### src/rtl/evt_timer_pkg.sv
package evt_timer_pkg;

    typedef enum logic {
        TS_IDLE = 1'b0,
        TS_RUN  = 1'b1
    } tmr_state_e;

    localparam int TRIG_OFS = 0;
    localparam int ACK_OFS  = 4;
    localparam int EN_POS   = 31;
    localparam int PER_POS  = 30;
    localparam int ACK_POS  = 30;

endpackage

### src/rtl/tmr_bus_decode.sv
module tmr_bus_decode
    import evt_timer_pkg::*;
#(
    parameter int ADDR_W = 3,
    parameter int DATA_W = 32,
    parameter int CNT_W  = 29
) (
    input  logic              bus_wr,
    input  logic [ADDR_W-1:0] bus_addr,
    input  logic [DATA_W-1:0] bus_wdata,
    input  logic              run_en,
    input  logic              periodic,
    input  logic [CNT_W-1:0]  count,
    input  logic              pend,
    output logic              trig_wr,
    output logic              trig_en,
    output logic              trig_per,
    output logic [CNT_W-1:0]  trig_cnt,
    output logic              ack_wr,
    output logic [DATA_W-1:0] bus_rdata
);

    localparam logic [ADDR_W-1:0] TRIG_A = ADDR_W'(TRIG_OFS);
    localparam logic [ADDR_W-1:0] ACK_A  = ADDR_W'(ACK_OFS);

    logic hit_trig;
    logic hit_ack;

    assign hit_trig = (bus_addr == TRIG_A);
    assign hit_ack  = (bus_addr == ACK_A);

    assign trig_wr  = bus_wr && hit_trig;
    assign trig_en  = bus_wdata[EN_POS];
    assign trig_per = bus_wdata[PER_POS];
    assign trig_cnt = bus_wdata[CNT_W-1:0];
    assign ack_wr   = bus_wr && hit_ack && bus_wdata[ACK_POS];

    always_comb begin
        bus_rdata = '0;
        if (hit_trig) begin
            bus_rdata[EN_POS]    = run_en;
            bus_rdata[PER_POS]   = periodic;
            bus_rdata[CNT_W-1:0] = count;
        end else if (hit_ack) begin
            bus_rdata[ACK_POS] = pend;
        end
    end

endmodule

### src/rtl/tmr_down_fsm.sv
module tmr_down_fsm
    import evt_timer_pkg::*;
#(
    parameter int CNT_W = 29
) (
    input  logic             clk,
    input  logic             rst_n,
    input  logic             tick,
    input  logic             load,
    input  logic             load_en,
    input  logic             load_per,
    input  logic [CNT_W-1:0] load_cnt,
    output logic             run_en,
    output logic             periodic,
    output logic [CNT_W-1:0] count,
    output logic [CNT_W-1:0] reload,
    output logic             expire
);

    localparam logic [CNT_W-1:0] CNT_ONE = CNT_W'(1);

    tmr_state_e       state_q, state_d;
    logic [CNT_W-1:0] cnt_q, cnt_d;
    logic [CNT_W-1:0] rel_q, rel_d;
    logic             per_q, per_d;

    // state register
    always_ff @(posedge clk or negedge rst_n) begin
        if (!rst_n) begin
            state_q <= TS_IDLE;
            cnt_q   <= '0;
            rel_q   <= '0;
            per_q   <= 1'b0;
        end else begin
            state_q <= state_d;
            cnt_q   <= cnt_d;
            rel_q   <= rel_d;
            per_q   <= per_d;
        end
    end

    // transitions and outputs
    always_comb begin
        state_d = state_q;
        cnt_d   = cnt_q;
        rel_d   = rel_q;
        per_d   = per_q;
        expire  = 1'b0;
        if (load) begin
            // ARM or STOP: a trigger write overrides any tick
            cnt_d   = load_cnt;
            rel_d   = load_cnt;
            per_d   = load_per;
            state_d = load_en ? TS_RUN : TS_IDLE;
        end else begin
            unique case (state_q)
                TS_IDLE: begin
                    state_d = TS_IDLE;
                end
                TS_RUN: begin
                    if (tick) begin
                        if (cnt_q == '0) begin
                            expire = 1'b1;
                            if (per_q) begin
                                cnt_d = rel_q;        // RELOAD
                            end else begin
                                state_d = TS_IDLE;    // FINISH
                            end
                        end else begin
                            cnt_d = cnt_q - CNT_ONE;  // COUNT
                        end
                    end
                end
                default: state_d = TS_IDLE;
            endcase
        end
    end

    assign run_en   = (state_q == TS_RUN);
    assign periodic = per_q;
    assign count    = cnt_q;
    assign reload   = rel_q;

endmodule

### src/rtl/tmr_irq_latch.sv
module tmr_irq_latch (
    input  logic clk,
    input  logic rst_n,
    input  logic expire,
    input  logic ack,
    output logic pend
);

    always_ff @(posedge clk or negedge rst_n) begin
        if (!rst_n) begin
            pend <= 1'b0;
        end else if (expire) begin
            pend <= 1'b1;
        end else if (ack) begin
            pend <= 1'b0;
        end
    end

endmodule

### src/rtl/evt_timer.sv
module evt_timer
    import evt_timer_pkg::*;
#(
    parameter int ADDR_W = 3,
    parameter int DATA_W = 32,
    parameter int CNT_W  = 29
) (
    input  logic              clk,
    input  logic              rst_n,
    input  logic              tick,
    input  logic              bus_wr,
    input  logic [ADDR_W-1:0] bus_addr,
    input  logic [DATA_W-1:0] bus_wdata,
    output logic [DATA_W-1:0] bus_rdata,
    output logic              irq
);

    logic             trig_wr;
    logic             trig_en;
    logic             trig_per;
    logic [CNT_W-1:0] trig_cnt;
    logic             ack_wr;
    logic             run_en;
    logic             periodic;
    logic [CNT_W-1:0] count;
    logic [CNT_W-1:0] reload;
    logic             expire;
    logic             pend;

    tmr_bus_decode #(
        .ADDR_W (ADDR_W),
        .DATA_W (DATA_W),
        .CNT_W  (CNT_W)
    ) u_dec (
        .bus_wr    (bus_wr),
        .bus_addr  (bus_addr),
        .bus_wdata (bus_wdata),
        .run_en    (run_en),
        .periodic  (periodic),
        .count     (count),
        .pend      (pend),
        .trig_wr   (trig_wr),
        .trig_en   (trig_en),
        .trig_per  (trig_per),
        .trig_cnt  (trig_cnt),
        .ack_wr    (ack_wr),
        .bus_rdata (bus_rdata)
    );

    tmr_down_fsm #(
        .CNT_W (CNT_W)
    ) u_fsm (
        .clk      (clk),
        .rst_n    (rst_n),
        .tick     (tick),
        .load     (trig_wr),
        .load_en  (trig_en),
        .load_per (trig_per),
        .load_cnt (trig_cnt),
        .run_en   (run_en),
        .periodic (periodic),
        .count    (count),
        .reload   (reload),
        .expire   (expire)
    );

    tmr_irq_latch u_irq (
        .clk    (clk),
        .rst_n  (rst_n),
        .expire (expire),
        .ack    (ack_wr),
        .pend   (pend)
    );

    assign irq = pend;

endmodule

### config.mk
export PLATFORM = sky130hd
export DESIGN_NAME = evt_timer
export DESIGN_NICKNAME = d
export VERILOG_FILES = /design/src/rtl/evt_timer_pkg.sv /design/src/rtl/tmr_bus_decode.sv /design/src/rtl/tmr_down_fsm.sv /design/src/rtl/tmr_irq_latch.sv /design/src/rtl/evt_timer.sv
export SDC_FILE = /design/constraint.sdc
export NUM_CORES = 1
export LEC_CHECK = 0
export ABC_AREA = 1
export BUFFER_PORTS_ARGS = -buffer_cell sky130_fd_sc_hd__buf_4
export CAP_MARGIN = 20
export CORE_MARGIN = 2
export CORE_UTILIZATION = 40
export CTS_BUF_LIST = sky130_fd_sc_hd__clkbuf_4 sky130_fd_sc_hd__clkbuf_8
export CTS_CLUSTER_SIZE = 40
export DETAILED_ROUTE_END_ITERATION = 6
export GPL_ROUTABILITY_DRIVEN = 0
export SLEW_MARGIN = 5
export SYNTH_ARGS = -nofsm -noshare
export SYNTH_HDL_FRONTEND = slang
export SYNTH_HIERARCHICAL = 1
export SYNTH_SLANG_ARGS = --single-unit
### constraint.sdc
create_clock -name clk -period 2.1 [get_ports clk]
set_input_delay 0.42 -clock clk [delete_from_list [all_inputs] [get_ports clk]]
set_output_delay 0.42 -clock clk [all_outputs]
set_load 0.03 [all_outputs]
==> results.json <==
{
  "path_cells": "inv_1 -> ha_2 -> nand2_4 -> nor2_8 -> and2_4 -> nand3_2 -> nand3_2 -> buf_12 -> nand2_1 -> a21boi_1",
  "hold_viol_final": 0,
  "clk_pin_slew_ns": 0.07,
  "crit_family": "simple AND/OR/NAND/NOR gates",
  "avgViaCountPerCell": 4.71,
  "drive_above_1_share": 0.219,
  "post-dp-hpwl_um": 7850,
  "initial_core_util": 0.411,
  "critical_path_class": "reg -> reg",
  "cts_sinks": 61,
  "cp.arrival_ns": 2.18,
  "grt_pass1_wl_um": 18700,
  "vdd_drop_max_uv": 456,
  "cp_data_required_time_ns": 2.34,
  "skew_ns": 0.00614,
  "clockRootBuffer": "clkbuf_8",
  "tightest_slew_ns": 0.810,
  "dieArea_sq_mm": 0.0120,
  "antenna_found_initial": 0,
  "worst-path-buf-inv": 2,
  "wl_um": 11000,
  "crit_path_start_kind": "flop",
  "worstPathMaxFanout": 21,
  "synth_flop_cell": "dfrtp_1",
  "yosysUniqueCellTypes": 35,
  "grt_remaining_overflow": 0,
  "post_cts_resize_count": 0,
  "antennaDiodeCount": 0,
  "drc": 0,
  "drt-pass1-iter-count": 4,
  "clockBufferDepth": 2,
  "synth_seq_cells": 61,
  "track_usage": 0.199,
  "crit_top_cell": "nand3_2",
  "die_x_um": 110,
  "hold_path.class": "in -> async",
  "setup_violations": 0,
  "coreArea_sq_mm": 0.0109,
  "synth_top_cell_area_share": 0.341,
  "numPortBuffers": 69,
  "syn_avg_cell_area_sq_um": 6.61,
  "grt_max_degree": 62,
  "synthArstFlopShare": 1.00,
  "slew_headroom": 0.460,
  "cts_buffers": 9,
  "rows": 38,
  "ys_seq_area_frac": 0.341,
  "die_h_um": 110,
  "yosys.area.top_type": "dfrtp_1",
  "wl_per_cell_um": 12.7,
  "grt_pass1_vias": 3962,
  "cts_tree": "done",
  "antenna_left": 0,
  "yosysMostFrequentCell": "nand2_1",
  "p_leak_nw": 2.94,
  "fmax_ghz": 0.515,
  "endpoint_kind": "flop",
  "outcome": "finished, final reports clean",
  "vias": 4071,
  "fin_nets": 761,
  "htree_levels": 3,
  "synth_commonest_cells": "220 x nand2_1, 92 x nor2_1, 82 x inv_1, 61 x dfrtp_1, 35 x buf_4",
  "post-route-period-util": 0.925,
  "synth_edf_count": 0,
  "insertion_delay_ns": 0.35,
  "slew_violations": 0,
  "dp_slack_ns": 0.0956,
  "area_delta_synth_final_pct": 14.4,
  "max_stage_delay_ns": 0.40,
  "grt_setup_unrepaired": "false",
  "syn_area_sq_mm": 0.00447,
  "synthesis.nets": 717,
  "drt_iter0_markers": 161,
  "fin_setup_tns_ns": 0,
  "ios": 72,
  "max-cap-violations": 0,
  "cp_slowest_cell": "dfrtp_1",
  "postCtsSetupRepairBufs": 0,
  "yosys_warnings": 6,
  "min_period_ns": 1.94,
  "postSynthCellCount": 677,
  "worst_slack_ns": 0.157,
  "synth.area.top_cells": "dfrtp_1 34%, nand2_1 18%, nor2_1 7.7%, inv_1 6.9%, buf_4 5.9%",
  "p_per_area_mw_per_mm2": 1100,
  "postCtsHoldBufs": 0
}
## flip-flops by register name (all words and copies together), names as in the netlist
register and count:
u_fsm/periodic 1, u_irq/pend 1, u_fsm/run_en 1, u_fsm/count 29, u_fsm/reload 29
## layout make-up
type	instances	area, sq um
multi-input cells	464	2200
flip-flops and latches	61	1530
repair buffers	87	666
fillers	1153	5770
well taps	140	175
clock buffers	13	160
inverters	98	375
clock inverters	2	10.0
## placed cells by master (no fill, tap or decap), drive strengths merged
master	count
a21boi	4
a21oi	4
and2	1
buf	87
clkbuf	13
clkinv	3
conb	1
dfrtp	61
ha	1
inv	97
nand2	236
nand3	38
nand3b	2
nand4	14
nor2	103
nor3	2
o21ai	43
o21bai	1
or2	1
xnor2	7
xor2	6
## metal layers
layer	routed length (um)	track usage	vias up
li1	-	-	2118
met1	5210	0.263	1853
met2	5060	0.330	91
met3	520	0.0338	9
met4	165	0.0678	0
met5	0	0	-
## cell families after synthesis
| logic type | share of synthesized area |
|---|---|
| xor+xnor | 0.0255 |
| flops | 0.341 |
| other cells | 0.000839 |
| fa+ha+maj | 0.00280 |
| buf+inv | 0.168 |
| compound gates | 0.0610 |
| simple gates | 0.401 |
## worst register-to-register path: stages, from the launching register on
cell,delay [ns]
dfrtp_1,0.40
inv_1,0.11
ha_2,0.23
nand2_4,0.09
nor2_8,0.17
and2_4,0.18
nand3_2,0.06
nand3_2,0.20
buf_12,0.19
nand2_1,0.06
a21boi_1,0.12
## metrics by stage
stage / hold slack [ns] / util / std cells / area (sq um) / power (W)
final: 0.167 / 0.470 / 865 / 5120 / 0.00562
after global routing: 0.232 / 0.470 / 865 / 5120 / 0.00620
after CTS: 0.191 / 0.469 / 865 / 5110 / 0.00565
after detailed placement: 0.458 / 0.454 / 850 / 4940 / 0.00466
after global placement: 0.455 / 0.454 / 850 / 4940 / 0.00462
after floorplan: 0.124 / - / 677 / 4470 / 0.00393
## power by group
part | internal [W] | switching, W | total (W)
registers | 0.00153 | 0.000348 | 0.00188
logic | 0.00103 | 0.00176 | 0.00278
clock network | 0.000490 | 0.000470 | 0.000961
total | 0.00305 | 0.00257 | 0.00562
## worst paths after layout
check / start / endpoint / slack (ns) / depth (start not counted)
setup / recovery: u_fsm/count[0] / u_fsm/count[21] / 0.16 / 10
hold / removal: rst_n / u_fsm/reload[17] / 0.17 / 1
setup reg to reg: u_fsm/count[0] / u_fsm/count[21] / 0.16 / 10
hold reg to reg: u_fsm/reload[9] / u_fsm/reload[9] / 0.47 / 2
max in group asynchronous: rst_n / u_fsm/run_en / 1.41 / 1
min in group clk: bus_wdata[31] / u_fsm/run_en / 0.28 / 3
No activity file was read; power rests on OpenSTA's default activity.
